`src/rtl/mal_pkg.sv`:
```
package mal_pkg;
    localparam int DATA_W  = 32;
    localparam int LANES   = DATA_W / 8;
    localparam int LANE_AW = $clog2(LANES);

    typedef enum logic [1:0] {
        ACC_BYTE = 2'b00,
        ACC_HALF = 2'b01,
        ACC_WORD = 2'b10,
        ACC_WIDE = 2'b11
    } acc_size_e;

    typedef struct packed {
        logic              vld;
        logic [DATA_W-1:0] addr;
        logic [LANES-1:0]  be;
        logic [DATA_W-1:0] wdata;
        logic              we;
        logic              err;
        logic [DATA_W-1:0] wb_val;
        logic              wb_en;
        acc_size_e         size;
    } stage_t;
endpackage

```
`src/rtl/mal_addr_gen.sv`:
```
module mal_addr_gen
    import mal_pkg::*;
#(
    parameter int IMM_W = 12
) (
    input  logic [DATA_W-1:0] base_val,
    input  logic [DATA_W-1:0] off_reg,
    input  logic [IMM_W-1:0]  off_imm,
    input  logic              off_is_reg,
    input  logic              off_sub,
    input  logic              pre_index,
    input  logic              writeback,
    output logic [DATA_W-1:0] acc_addr,
    output logic [DATA_W-1:0] new_base,
    output logic              base_upd
);
    logic [DATA_W-1:0] offset;
    logic [DATA_W-1:0] indexed;

    always_comb begin
        offset   = off_is_reg ? off_reg : {{(DATA_W-IMM_W){1'b0}}, off_imm};
        indexed  = off_sub ? (base_val - offset) : (base_val + offset);
        acc_addr = pre_index ? indexed : base_val;
        new_base = indexed;
        // post-indexed always updates; pre-indexed only on request
        base_upd = !pre_index || writeback;
    end
endmodule

```
`src/rtl/mal_lane_steer.sv`:
```
module mal_lane_steer
    import mal_pkg::*;
(
    input  acc_size_e          size,
    input  logic [LANE_AW-1:0] lane,
    input  logic               big,
    input  logic [DATA_W-1:0]  sdata,
    output logic [LANES-1:0]   be,
    output logic [DATA_W-1:0]  wdata,
    output logic               misalign
);
    logic [LANE_AW-1:0] byte_lane;
    logic               half_hi;
    logic [LANES-1:0]   be_raw;

    always_comb begin
        byte_lane = big ? (LANE_AW'(LANES - 1) - lane) : lane;
        half_hi   = lane[1] ^ big;
        unique case (size)
            ACC_BYTE: misalign = 1'b0;
            ACC_HALF: misalign = lane[0];
            default:  misalign = |lane;
        endcase
        unique case (size)
            ACC_BYTE: be_raw = LANES'(1) << byte_lane;
            ACC_HALF: be_raw = half_hi ? 4'b1100 : 4'b0011;
            default:  be_raw = '1;
        endcase
        be = misalign ? '0 : be_raw;
    end

    for (genvar i = 0; i < LANES; i++) begin : g_lane
        always_comb begin
            unique case (size)
                ACC_BYTE: wdata[8*i +: 8] = sdata[7:0];
                ACC_HALF: wdata[8*i +: 8] = sdata[8*(i%2) +: 8];
                default:  wdata[8*i +: 8] = sdata[8*i +: 8];
            endcase
        end
    end
endmodule

```
`src/rtl/mal_load_extract.sv`:
```
module mal_load_extract
    import mal_pkg::*;
(
    input  acc_size_e          size,
    input  logic [LANE_AW-1:0] lane,
    input  logic               big,
    input  logic [DATA_W-1:0]  rdata,
    output logic [DATA_W-1:0]  ldata
);
    logic [LANE_AW-1:0] byte_lane;
    logic [DATA_W-1:0]  shifted;

    always_comb begin
        byte_lane = big ? (LANE_AW'(LANES - 1) - lane) : lane;
        shifted   = rdata >> {byte_lane, 3'b000};
        unique case (size)
            ACC_BYTE: ldata = {{(DATA_W-8){1'b0}}, shifted[7:0]};
            ACC_HALF: ldata = (lane[1] ^ big) ? {16'h0, rdata[31:16]}
                                              : {16'h0, rdata[15:0]};
            default:  ldata = rdata;
        endcase
    end
endmodule

```
`src/rtl/mem_access_align.sv`:
```
module mem_access_align
    import mal_pkg::*;
#(
    parameter int IMM_W = 12
) (
    input  logic              clk,
    input  logic              rst_n,
    input  logic              cfg_big_endian,
    input  logic              req_valid,
    input  logic              req_store,
    input  logic [1:0]        req_size,
    input  logic [31:0]       base_val,
    input  logic [31:0]       off_reg,
    input  logic [IMM_W-1:0]  off_imm,
    input  logic              off_is_reg,
    input  logic              off_sub,
    input  logic              pre_index,
    input  logic              writeback,
    input  logic [31:0]       store_data,
    input  logic [31:0]       mem_rdata,
    output logic              out_valid,
    output logic [31:0]       mem_addr,
    output logic [3:0]        mem_be,
    output logic              mem_we,
    output logic [31:0]       mem_wdata,
    output logic              align_err,
    output logic [31:0]       ld_data,
    output logic [31:0]       base_wb_val,
    output logic              base_wb_en
);
    stage_t st_d, st_q;
    logic   endian_d, endian_q;

    logic [DATA_W-1:0] acc_addr, new_base;
    logic              base_upd;
    logic [LANES-1:0]  lane_be;
    logic [DATA_W-1:0] lane_wdata;
    logic              misalign;
    acc_size_e         size_in;

    assign size_in = acc_size_e'(req_size);

    mal_addr_gen #(.IMM_W(IMM_W)) u_agen (
        .base_val   (base_val),
        .off_reg    (off_reg),
        .off_imm    (off_imm),
        .off_is_reg (off_is_reg),
        .off_sub    (off_sub),
        .pre_index  (pre_index),
        .writeback  (writeback),
        .acc_addr   (acc_addr),
        .new_base   (new_base),
        .base_upd   (base_upd)
    );

    mal_lane_steer u_steer (
        .size     (size_in),
        .lane     (acc_addr[LANE_AW-1:0]),
        .big      (endian_q),
        .sdata    (store_data),
        .be       (lane_be),
        .wdata    (lane_wdata),
        .misalign (misalign)
    );

    mal_load_extract u_ldx (
        .size  (st_q.size),
        .lane  (st_q.addr[LANE_AW-1:0]),
        .big   (endian_q),
        .rdata (mem_rdata),
        .ldata (ld_data)
    );

    always_comb begin
        endian_d    = rst_n ? endian_q : cfg_big_endian;
        st_d        = '0;
        st_d.addr   = acc_addr;
        st_d.wdata  = lane_wdata;
        st_d.wb_val = new_base;
        st_d.size   = size_in;
        if (req_valid) begin
            st_d.vld   = 1'b1;
            st_d.err   = misalign;
            st_d.be    = lane_be;
            st_d.we    = req_store && !misalign;
            st_d.wb_en = base_upd && !misalign;
        end
    end

    always_ff @(posedge clk) begin
        endian_q <= endian_d;
        if (!rst_n) begin
            st_q <= '0;
        end else begin
            st_q <= st_d;
        end
    end

    assign out_valid   = st_q.vld;
    assign mem_addr    = st_q.addr;
    assign mem_be      = st_q.be;
    assign mem_we      = st_q.we;
    assign mem_wdata   = st_q.wdata;
    assign align_err   = st_q.err;
    assign base_wb_val = st_q.wb_val;
    assign base_wb_en  = st_q.wb_en;
endmodule

```
`config.mk`:
```
export PLATFORM = sky130hd
export DESIGN_NAME = mem_access_align
export DESIGN_NICKNAME = d
export VERILOG_FILES = /design/src/rtl/mal_pkg.sv /design/src/rtl/mal_addr_gen.sv /design/src/rtl/mal_lane_steer.sv /design/src/rtl/mal_load_extract.sv /design/src/rtl/mem_access_align.sv
export SDC_FILE = /design/constraint.sdc
export NUM_CORES = 1
export LEC_CHECK = 0
export ABC_CLOCK_PERIOD_IN_PS = 5200
export BUFFER_PORTS_ARGS = -buffer_cell sky130_fd_sc_hd__buf_2
export CAP_MARGIN = 20
export CORE_ASPECT_RATIO = 1.5
export CORE_MARGIN = 4
export CORE_UTILIZATION = 46
export DETAILED_ROUTE_END_ITERATION = 12
export GPL_ROUTABILITY_DRIVEN = 0
export HOLD_SLACK_MARGIN = 0.12
export PLACE_DENSITY = 0.83
export SYNTH_ARGS = -nofsm -noshare
export SYNTH_HDL_FRONTEND = slang
export SYNTH_SLANG_ARGS = --single-unit
```
`constraint.sdc`:
```
create_clock -name clk -period 5.2 [get_ports clk]
set_input_delay 0.26 -clock clk [delete_from_list [all_inputs] [get_ports clk]]
set_output_delay 0.26 -clock clk [all_outputs]
set_load 0.005 [all_outputs]
```
Word-level counts from Yosys, hierarchy flattened
Index checks and enable logic that the tools add are counted.
- word-level logic and storage cells: 47
- bits in latches: 0
- RAM bits: 0
- output and inout port bits: 136
- memories: 0
- bits of input ports: 151
- register bits: 107
- memory bits (read-only): 0
- order comparisons: 0
- reductions and logical operators: 11
- add/sub/neg operators: 4
- shift-type cells: 2
- $mul: 0
- div/mod/pow operators: 0
- muxes and demuxes: 14
- eq/ne operators: 2
- bitwise gates (word level): 4
- operators with widths (operator ; number):
    32-bit two-way mux ; 3
    32-bit case mux with 2 select lines ; 1
    32-bit adder ; 1
    32-bit by 5-bit right shift with 8-bit output ; 1
    32-bit subtractor ; 1
    16-bit two-way mux ; 1
    8-bit two-way mux ; 2
    8-bit case mux with 2 select lines ; 1
    4-bit case mux with 2 select lines ; 1
    2-bit by 1-bit equality test with 1-bit output (second input constant) ; 2
    2-bit zero test ; 2
    2-bit two-way mux ; 2
    4-bit two-way mux ; 1
    2-bit OR reduction ; 2
    1-bit by 2-bit << shifter with 4-bit output (first input constant) ; 1
    2-bit subtractor (first input constant) ; 2
    3-bit OR reduction ; 1
    1-bit logical AND ; 2
    1-bit zero test ; 2
    1-bit NOT ; 2
    1-bit case mux with 2 select lines ; 1
    2-bit AND reduction ; 1
    1-bit XOR ; 2
    1-bit logical OR ; 1
    1-bit two-way mux ; 1

Logic depth before layout (Yosys ltp)
Gate-level depths: netlist (run 1).
- word-level depth: 8
- depth in mapped cells: 23
- depth with buffers taken out: 17

Cells and area by module
Synthesis (run 1) repeated with hierarchy kept, for this count alone.
- cell total of the unflattened synthesis: 973
- area total of the unflattened synthesis: 8134.1 sq um
- modules (own cells, without submodules) (module ; area an instance (sq um) ; cells each ; times used ; seq. area each (sq um)):
    mem_access_align ; 3657.3 ; 325 ; 1 ; 2152.1
    mal_addr_gen ; 3337.0 ; 492 ; 1 ; 0.0
    mal_lane_steer ; 615.6 ; 77 ; 1 ; 0.0
    mal_load_extract ; 524.3 ; 79 ; 1 ; 0.0

Worst setup path after synthesis (run 1)
No wires, ideal clock.
- kind: input -> register
- start point: input port off_is_reg
- end point: register st_q, in the netlist mem_addr[31]
- arrival time: 5.199 ns
- data required time: 5.126 ns
- stages: 23
- path buffers: 6
- setup time: 0.074 ns
- path slack: -0.073 ns
- path through: buf_4 -> buf_6 -> buf_2 -> buf_1 -> buf_1 -> mux2i_1 -> ha_1 -> o211ai_1 -> nor4_2 -> and2_2 -> a21oi_1 -> and3_1 -> or3_1 -> ha_1 -> clkbuf_1 -> and3_1 -> and3_1 -> o21bai_1 -> a31oi_1 -> nor3_2 -> a211oi_2 -> or3_2 -> a31oi_1
- word-level cells in the longest chain between the ends: 4
- elaborated cells on any way between the ends: 5
- those cells by class: add/sub (2); mux (3)
- ends and longest elaborated chain (element ; line ; text):
    start: declaration ; mem_access_align.sv:15 ; input logic off_is_reg,
    32-bit two-way mux (*) ; mal_addr_gen.sv:21 ; offset = off_is_reg ? off_reg : {{(DATA_W-IMM_W){1'b0}}, off_imm};
    32-bit adder or 32-bit subtractor (tied branches) ; mal_addr_gen.sv:22 ; indexed = off_sub ? (base_val - offset) : (base_val + offset);
    32-bit two-way mux (*) ; mal_addr_gen.sv:22 ;
    32-bit two-way mux (*) ; mal_addr_gen.sv:23 ; acc_addr = pre_index ? indexed : base_val;
    end signal: assignment ; mem_access_align.sv:95 ; st_q <= st_d;
    end: declaration ; mem_access_align.sv:31 ; stage_t st_d, st_q;
Every way passes the cells marked *; elsewhere a longest branch is shown, timed or not.
A chain may end at the register's enable or synchronous reset.

Final worst setup path (run 1)
Ends and elaborated chain as after synthesis.

==> results of run 1 <==
-- metal layers --
layer  part of all wire [%]  track usage [%]  up-vias
li1                       -                -     3615
met1                     35             24.2     3385
met2                     54             45.4      353
met3                    7.2             3.68       60
met4                    4.0             11.8        2
met5                  0.056                0        -
-- kinds of logic (layout without fill, tap and decap cells) --
kind of cell	Yosys count	in the layout
compound gates	214	214
xor+xnor	46	46
fa+ha+maj	33	33
buf+inv	162	325
flops	107	107
mux	51	51
other cells	0	5
simple gates	354	354
-- power breakdown --
part / total (mW) / internal [mW] / switching (mW)
sequential: 0.958 / 0.924 / 0.0341
clock: 0.690 / 0.348 / 0.341
combinational: 0.911 / 0.401 / 0.510
-- critical path, cell delays in order --
cell       delay (ns)
buf_2            0.30
buf_4            0.25
nor3b_1          0.22
o21ai_1          0.16
a211o_1          0.37
nor3_1           0.48
a31oi_1          0.17
mux2_2           0.28
o21ai_0          0.11
ha_1             0.37
a21o_1           0.20
a2111oi_0        0.42
nor3_1           0.13
nor3_2           0.28
a211oi_2         0.13
or3_2            0.49
a31oi_1          0.17
-- flip-flops by register name, summed over array words and instances, names as in the netlist --
| signal | flops |
|---|---|
| align_err | 1 |
| mem_we | 1 |
| mem_wdata | 32 |
| mem_addr | 32 |
| base_wb_val | 32 |
| out_valid | 1 |
| st_q | 2 |
| base_wb_en | 1 |
| endian_q | 1 |
| mem_be | 4 |
-- area by class of cell --
cell class | instances | area [sq um] | area share, %
antenna | 5 | 12.5 | 0.143
clock buffer | 9 | 225 | 2.57
clock inverter | 7 | 91.3 | 1.04
inverter | 15 | 56.3 | 0.642
multi-input combinational | 698 | 4480 | 51.1
sequential | 107 | 2150 | 24.5
tap | 206 | 258 | 2.94
timing repair buffer | 294 | 1490 | 17.0
-- worst min-delay path by stage --
stage	to	depth (start not counted)	slack (ns)	start
after floorplan	endian_q	0	0.36	cfg_big_endian
after global placement	endian_q	1	0.44	cfg_big_endian
after detailed placement	endian_q	1	0.44	cfg_big_endian
after CTS	mem_wdata[26]	3	0.14	store_data[26]
after global routing	mem_wdata[19]	3	0.15	store_data[19]
final	mem_wdata[25]	3	0.15	store_data[25]
-- Yosys cell counts, drive strengths merged, types with 2 or more instances --
cell type	n
buf	116
nor2	108
dfxtp	106
nand2	88
a21oi	77
and2	54
mux2i	48
ha	32
clkbuf	31
o21ai	30
nor3	23
xnor2	23
xor2	23
a21o	20
nand3	16
a31oi	15
inv	15
and3	13
a22o	11
or3	10
a221o	9
nand2b	9
o211ai	8
a211oi	7
nand4	7
nor4	7
nor2b	5
o21a	4
or4	4
a211o	3
a22oi	3
mux2	3
nand3b	3
o211a	3
o21bai	3
a2111oi	2
a311o	2
a31o	2
nor3b	2
o221ai	2
o22ai	2
o31ai	2
o32a	2
or2	2
==> results.py, run 1 <==
metrics = {
    "status": {
        "status": "completed",
    },
    "finish": {
        "final_cell_mix": "286 x buf_2, 108 x nor2_1, 106 x dfxtp_1",
        "fill_cells": 1541,
        "drive_above_1_share_pct": 29.2,
        "fin_cells": 1341,
        "syn_to_final_growth_pct": 14.9,
        "nets": 1309,
        "fin_util_pct": 54.0,
        "final_common_cell": "buf_2",
        "final_cell_area_sq_um": 8770,
    },
    "clock_network": {
        "clk_latency_ns": 0.33,
        "cts_tree": "built",
        "cts_resized": 0,
        "path_clk_slew_ns": 0.08,
        "cts_root_buffer": "clkbuf_16",
        "cts_max_level": 3,
        "numCtsBuffers": 9,
        "cts_sinks": 107,
        "cts_setup_buffers": 0,
        "hold_buffers": 1,
        "cts_buffer_depth": 2,
    },
    "logic_synthesis": {
        "synthAdderAreaFrac_pct": 5.51,
        "syn_avg_cell_area_sq_um": 7.90,
        "synth_flop_cell": "dfxtp_1",
        "ys_async_sr_fraction_pct": 0,
        "yosysWarnings": 0,
        "synth_cells": 967,
        "synth_top_area_share_pct": 27.8,
        "synth_compound_area_share_pct": 18.4,
        "synth_top_family_by_area": "simple AND/OR/NAND/NOR gates",
        "synth.cell_area_sq_um": 7630,
        "syn_nets": 1151,
        "yosys.area_share.simple_pct": 22.8,
        "synth_top_area_cell": "dfxtp_1",
        "ys_seq_area_share_pct": 28.2,
        "synth_xor_area_share_pct": 5.28,
        "synth_edf_count": 1,
        "synth-seq-cells": 107,
        "synth_area_leaders": "dfxtp_1 28%, buf_4 9.9%, mux2i_1 6.2%",
        "synth_mux_area_share_pct": 6.78,
        "ys_types": 69,
    },
    "power": {
        "pwr_density_cell_nw_per_um2": 292,
        "finalPower_mw": 2.56,
        "power.leakage_nw": 4.39,
        "ir_drop_uv": 169,
    },
    "worst_setup_path": {
        "timing.rr.start": "endian_q",
        "critPathLaunchType": "input pin",
        "crit_type": "input pin to register",
        "critPathLaunch": "off_is_reg",
        "cp.required_ns": 5.47,
        "crit_path_end_kind": "register",
        "ff2ff_setup_slack_ns": 4.06,
        "rr_endpoint": "mem_be[1]",
        "endpoint": "mem_addr[31]",
        "reg2regPathDepth": 4,
        "arrival_ns": 4.81,
        "cp_max_fo": 15,
    },
    "route": {
        "wl_per_cell_microns": 17.4,
        "wl_microns": 23300,
        "postRouteAntennaNets": 0,
        "vias_per_cell": 5.53,
        "via_count": 7415,
        "drtIter0Drc": 450,
        "drc": 0,
        "first_pass_iters": 7,
    },
    "die": {
        "die-area_sq_um": 18800,
        "fp.dieH_microns": 166,
        "rows": 57,
        "ios": 287,
        "core_sq_um": 16300,
        "die_w_microns": 113,
        "initial_core_util_pct": 47.0,
    },
    "sta": {
        "setup_tns_ns": 0,
        "hold_violations": 0,
        "max_freq_mhz": 220,
        "min_period_ns": 4.54,
        "grt_setup_unrepaired": "no",
        "setup_violations": 0,
        "hold_ws_ns": 0.148,
        "period_share_pct": 87.2,
        "worstMarginPinSlew_ns": 0.920,
        "slew_viol_final": 0,
        "relSlewSlack_pct": 38.2,
        "skew_ns": 0.00190,
        "setup_ws_ns": 0.663,
    },
    "place": {
        "dpl_cell_area_sq_um": 8430,
        "dp_hpwl_microns": 19200,
        "place_inst": 1319,
        "dp_slack_ns": 0.402,
        "portBuffers": 286,
    },
    "global_routing": {
        "grt_pass1_vias": 7100,
        "antenna_found_initial": 6,
        "grt_max_degree": 49,
        "grtUsageTotal_pct": 23.7,
        "grt_pass1_wl_microns": 35800,
        "grt.overflow.total": 0,
    },
    "min_path": {
        "hold_path.class": "input pin to register",
    },
    "flow_run": {
        "cap_violations": 0,
    },
}
Power figures use the tool's default switching activity.
==> run 2: changes to the inputs <==
--- a/config.mk
+++ b/config.mk
@@ -5,6 +5,7 @@
 export SDC_FILE = /design/constraint.sdc
 export NUM_CORES = 1
 export LEC_CHECK = 0
+export ABC_AREA = 1
 export ABC_CLOCK_PERIOD_IN_PS = 5200
 export BUFFER_PORTS_ARGS = -buffer_cell sky130_fd_sc_hd__buf_2
 export CAP_MARGIN = 20
@@ -14,7 +15,7 @@
 export DETAILED_ROUTE_END_ITERATION = 12
 export GPL_ROUTABILITY_DRIVEN = 0
 export HOLD_SLACK_MARGIN = 0.12
-export PLACE_DENSITY = 0.83
+export PLACE_DENSITY = 0.82
 export SYNTH_ARGS = -nofsm -noshare
 export SYNTH_HDL_FRONTEND = slang
 export SYNTH_SLANG_ARGS = --single-unit
==> results.py, run 2 <==
metrics = {
    "power": {
        "finalPower_mw": 2.58,
        "pwr-share-comb_pct": 36.8,
        "power.leakage_nw": 5.30,
        "ir_drop_uv": 301,
        "pwr_density_cell_nw_per_um2": 284,
        "p_switching_mw": 0.938,
        "netSwitchingFraction_pct": 36.4,
        "seqPwrFrac_pct": 36.8,
        "p_int_mw": 1.64,
        "p_clk_share_pct": 26.4,
    },
    "global_routing": {
        "grt_pass1_wl_microns": 37000,
        "grt.overflow.total": 0,
        "antenna_found_initial": 5,
        "grtUsageTotal_pct": 23.7,
        "grt_max_degree": 59,
        "grt_pass1_vias": 7755,
    },
    "sta": {
        "setup_tns_ns": 0,
        "skew_ns": 0.0108,
        "setup_violations": 0,
        "setup_ws_ns": 1.68,
        "min_period_ns": 3.52,
        "period_share_pct": 67.7,
        "worstMarginPinSlew_ns": 1.05,
        "slew_viol_final": 0,
        "grt_setup_unrepaired": "no",
        "hold_violations": 0,
        "hold_ws_ns": 0.139,
        "max_freq_mhz": 284,
        "relSlewSlack_pct": 30.2,
    },
    "finish": {
        "final_cell_mix": "307 x nand2_1, 286 x buf_2, 166 x inv_1",
        "nets": 1588,
        "multi_input_area_sq_um": 4200,
        "regArea_sq_um": 2150,
        "fin_util_pct": 53.9,
        "syn_to_final_growth_pct": 15.1,
        "fin_cells": 1622,
        "final_cell_area_sq_um": 9080,
        "final_common_cell": "nand2_1",
        "drive_above_1_share_pct": 23.7,
        "fill_cells": 1664,
    },
    "min_path": {
        "hold_path.class": "input pin to register",
        "worstHoldPathCells": 3,
    },
    "flow_run": {
        "cap_violations": 0,
    },
    "logic_synthesis": {
        "synth_edf_count": 1,
        "synth_top_area_cell": "dfxtp_1",
        "synth-seq-cells": 107,
        "synth_most_common_cell": "nand2_1",
        "synth_top_area_share_pct": 26.9,
        "ys_types": 39,
        "synthTopCellsByCount": "307 x nand2_1, 166 x inv_1, 158 x nor2_1",
        "synth_flop_cell": "dfxtp_1",
        "syn_nets": 1417,
        "synth_cells": 1233,
        "synth.cell_area_sq_um": 7890,
        "yosysWarnings": 0,
        "ys_async_sr_fraction_pct": 0,
        "syn_avg_cell_area_sq_um": 6.40,
        "ys_seq_area_share_pct": 27.3,
        "synth_area_leaders": "dfxtp_1 27%, nand2_1 15%, buf_4 9.6%",
    },
    "place": {
        "portBuffers": 286,
        "dp_hpwl_microns": 20300,
        "dp_slack_ns": 1.39,
        "dpl_cell_area_sq_um": 8710,
        "place_inst": 1597,
    },
    "clock_network": {
        "cts_buffer_depth": 2,
        "clk_latency_ns": 0.34,
        "path_clk_slew_ns": 0.08,
        "cts_tree": "built",
        "hold_buffers": 5,
        "cts_setup_buffers": 0,
        "numCtsBuffers": 9,
        "cts_max_level": 3,
        "cts_sinks": 107,
        "cts_root_buffer": "clkbuf_16",
        "cts_resized": 0,
    },
    "route": {
        "first_pass_iters": 5,
        "drc": 0,
        "via_count": 8156,
        "postRouteAntennaNets": 0,
        "drtIter0Drc": 645,
        "vias_per_cell": 5.03,
        "wl_per_cell_microns": 14.8,
        "wl_microns": 24100,
    },
    "worst_setup_path": {
        "critPathLaunchType": "input pin",
        "cp_max_fo": 40,
        "cp.required_ns": 5.45,
        "crit_path_end_kind": "register",
        "arrival_ns": 3.77,
        "reg2regPathDepth": 5,
        "crit_type": "input pin to register",
        "ff2ff_setup_slack_ns": 4.05,
    },
    "die": {
        "core_sq_um": 16800,
        "die-area_sq_um": 19300,
        "rows": 58,
        "initial_core_util_pct": 46.8,
        "fp.dieH_microns": 168,
        "ios": 287,
        "die_w_microns": 115,
    },
    "status": {
        "status": "completed",
    },
}
## run 2: cell types whose count changed after synthesis, moves of 13 or more
| cell | delta |
|---|---|
| nand2_1 | +219 |
| and2_1 | -52 |
| o21ai_0 | +22 |
| nand3_1 | +38 |
| a31oi_1 | -15 |
| mux2i_1 | -37 |
| a21o_1 | -15 |
| and3_1 | -13 |
| nor2_1 | +50 |
| inv_1 | +151 |
## run 2: area by class of cell
cell class,count,area share (%)
antenna,3,0.0827
clock buffer,10,2.63
clock inverter,6,0.675
inverter,171,7.07
multi-input combinational,822,46.3
sequential,107,23.7
tap,210,2.89
timing repair buffer,293,16.7
## run 2: power by group through the flow
stage | Clock (mW) | Combinational (mW) | Sequential [mW]
after floorplan | 0 | 0.720 | 0.959
after global placement | 0 | 0.918 | 0.968
after detailed placement | 0 | 0.933 | 0.971
after CTS | 0.701 | 0.939 | 0.952
after global routing | 0.733 | 1.06 | 0.959
final | 0.680 | 0.949 | 0.950
## run 2: path summary, 6_finish.rpt
check | from | end
setup / recovery | off_is_reg | mem_addr[29]
hold / removal | store_data[4] | mem_wdata[4]
setup reg to reg | endian_q | mem_be[1]
hold reg to reg | endian_q | mem_be[0]
## run 2: per-layer routing
layer	share of wire, %	GRT usage [%]
met5	0.058	0
met4	3.8	11.5
met3	7.4	3.27
met2	52	44.6
met1	37	25.3
## run 2: worst max-delay path, cell delays in order
cell     delay, ns
buf_2         0.48
inv_2         0.22
nand2_1       0.10
nand2_1       0.10
nor2_2        0.17
nand2_2       0.09
nor2_4        0.11
nand2_2       0.09
o21ai_2       0.20
o21ai_0       0.14
xor2_1        0.17
ha_1          0.37
nand2_1       0.13
nor2_1        0.06
nor2_1        0.28
o21ai_0       0.15
a21oi_1       0.24
nand2_1       0.08
nand2_1       0.08
nand3_1       0.08
nand2_1       0.11
inv_1         0.04
## run 2: logic make-up after synthesis
logic type | Yosys count | share of synthesized area [%]
AND/OR/NAND/NOR | 563 | 29.2
buffers and inverters | 304 | 19.5
AO/OA/AOI/OAI | 168 | 12.1
flip-flops | 107 | 27.3
XOR/XNOR | 48 | 5.33
adder cells (fa/ha/maj) | 33 | 5.33
multiplexers | 10 | 1.27
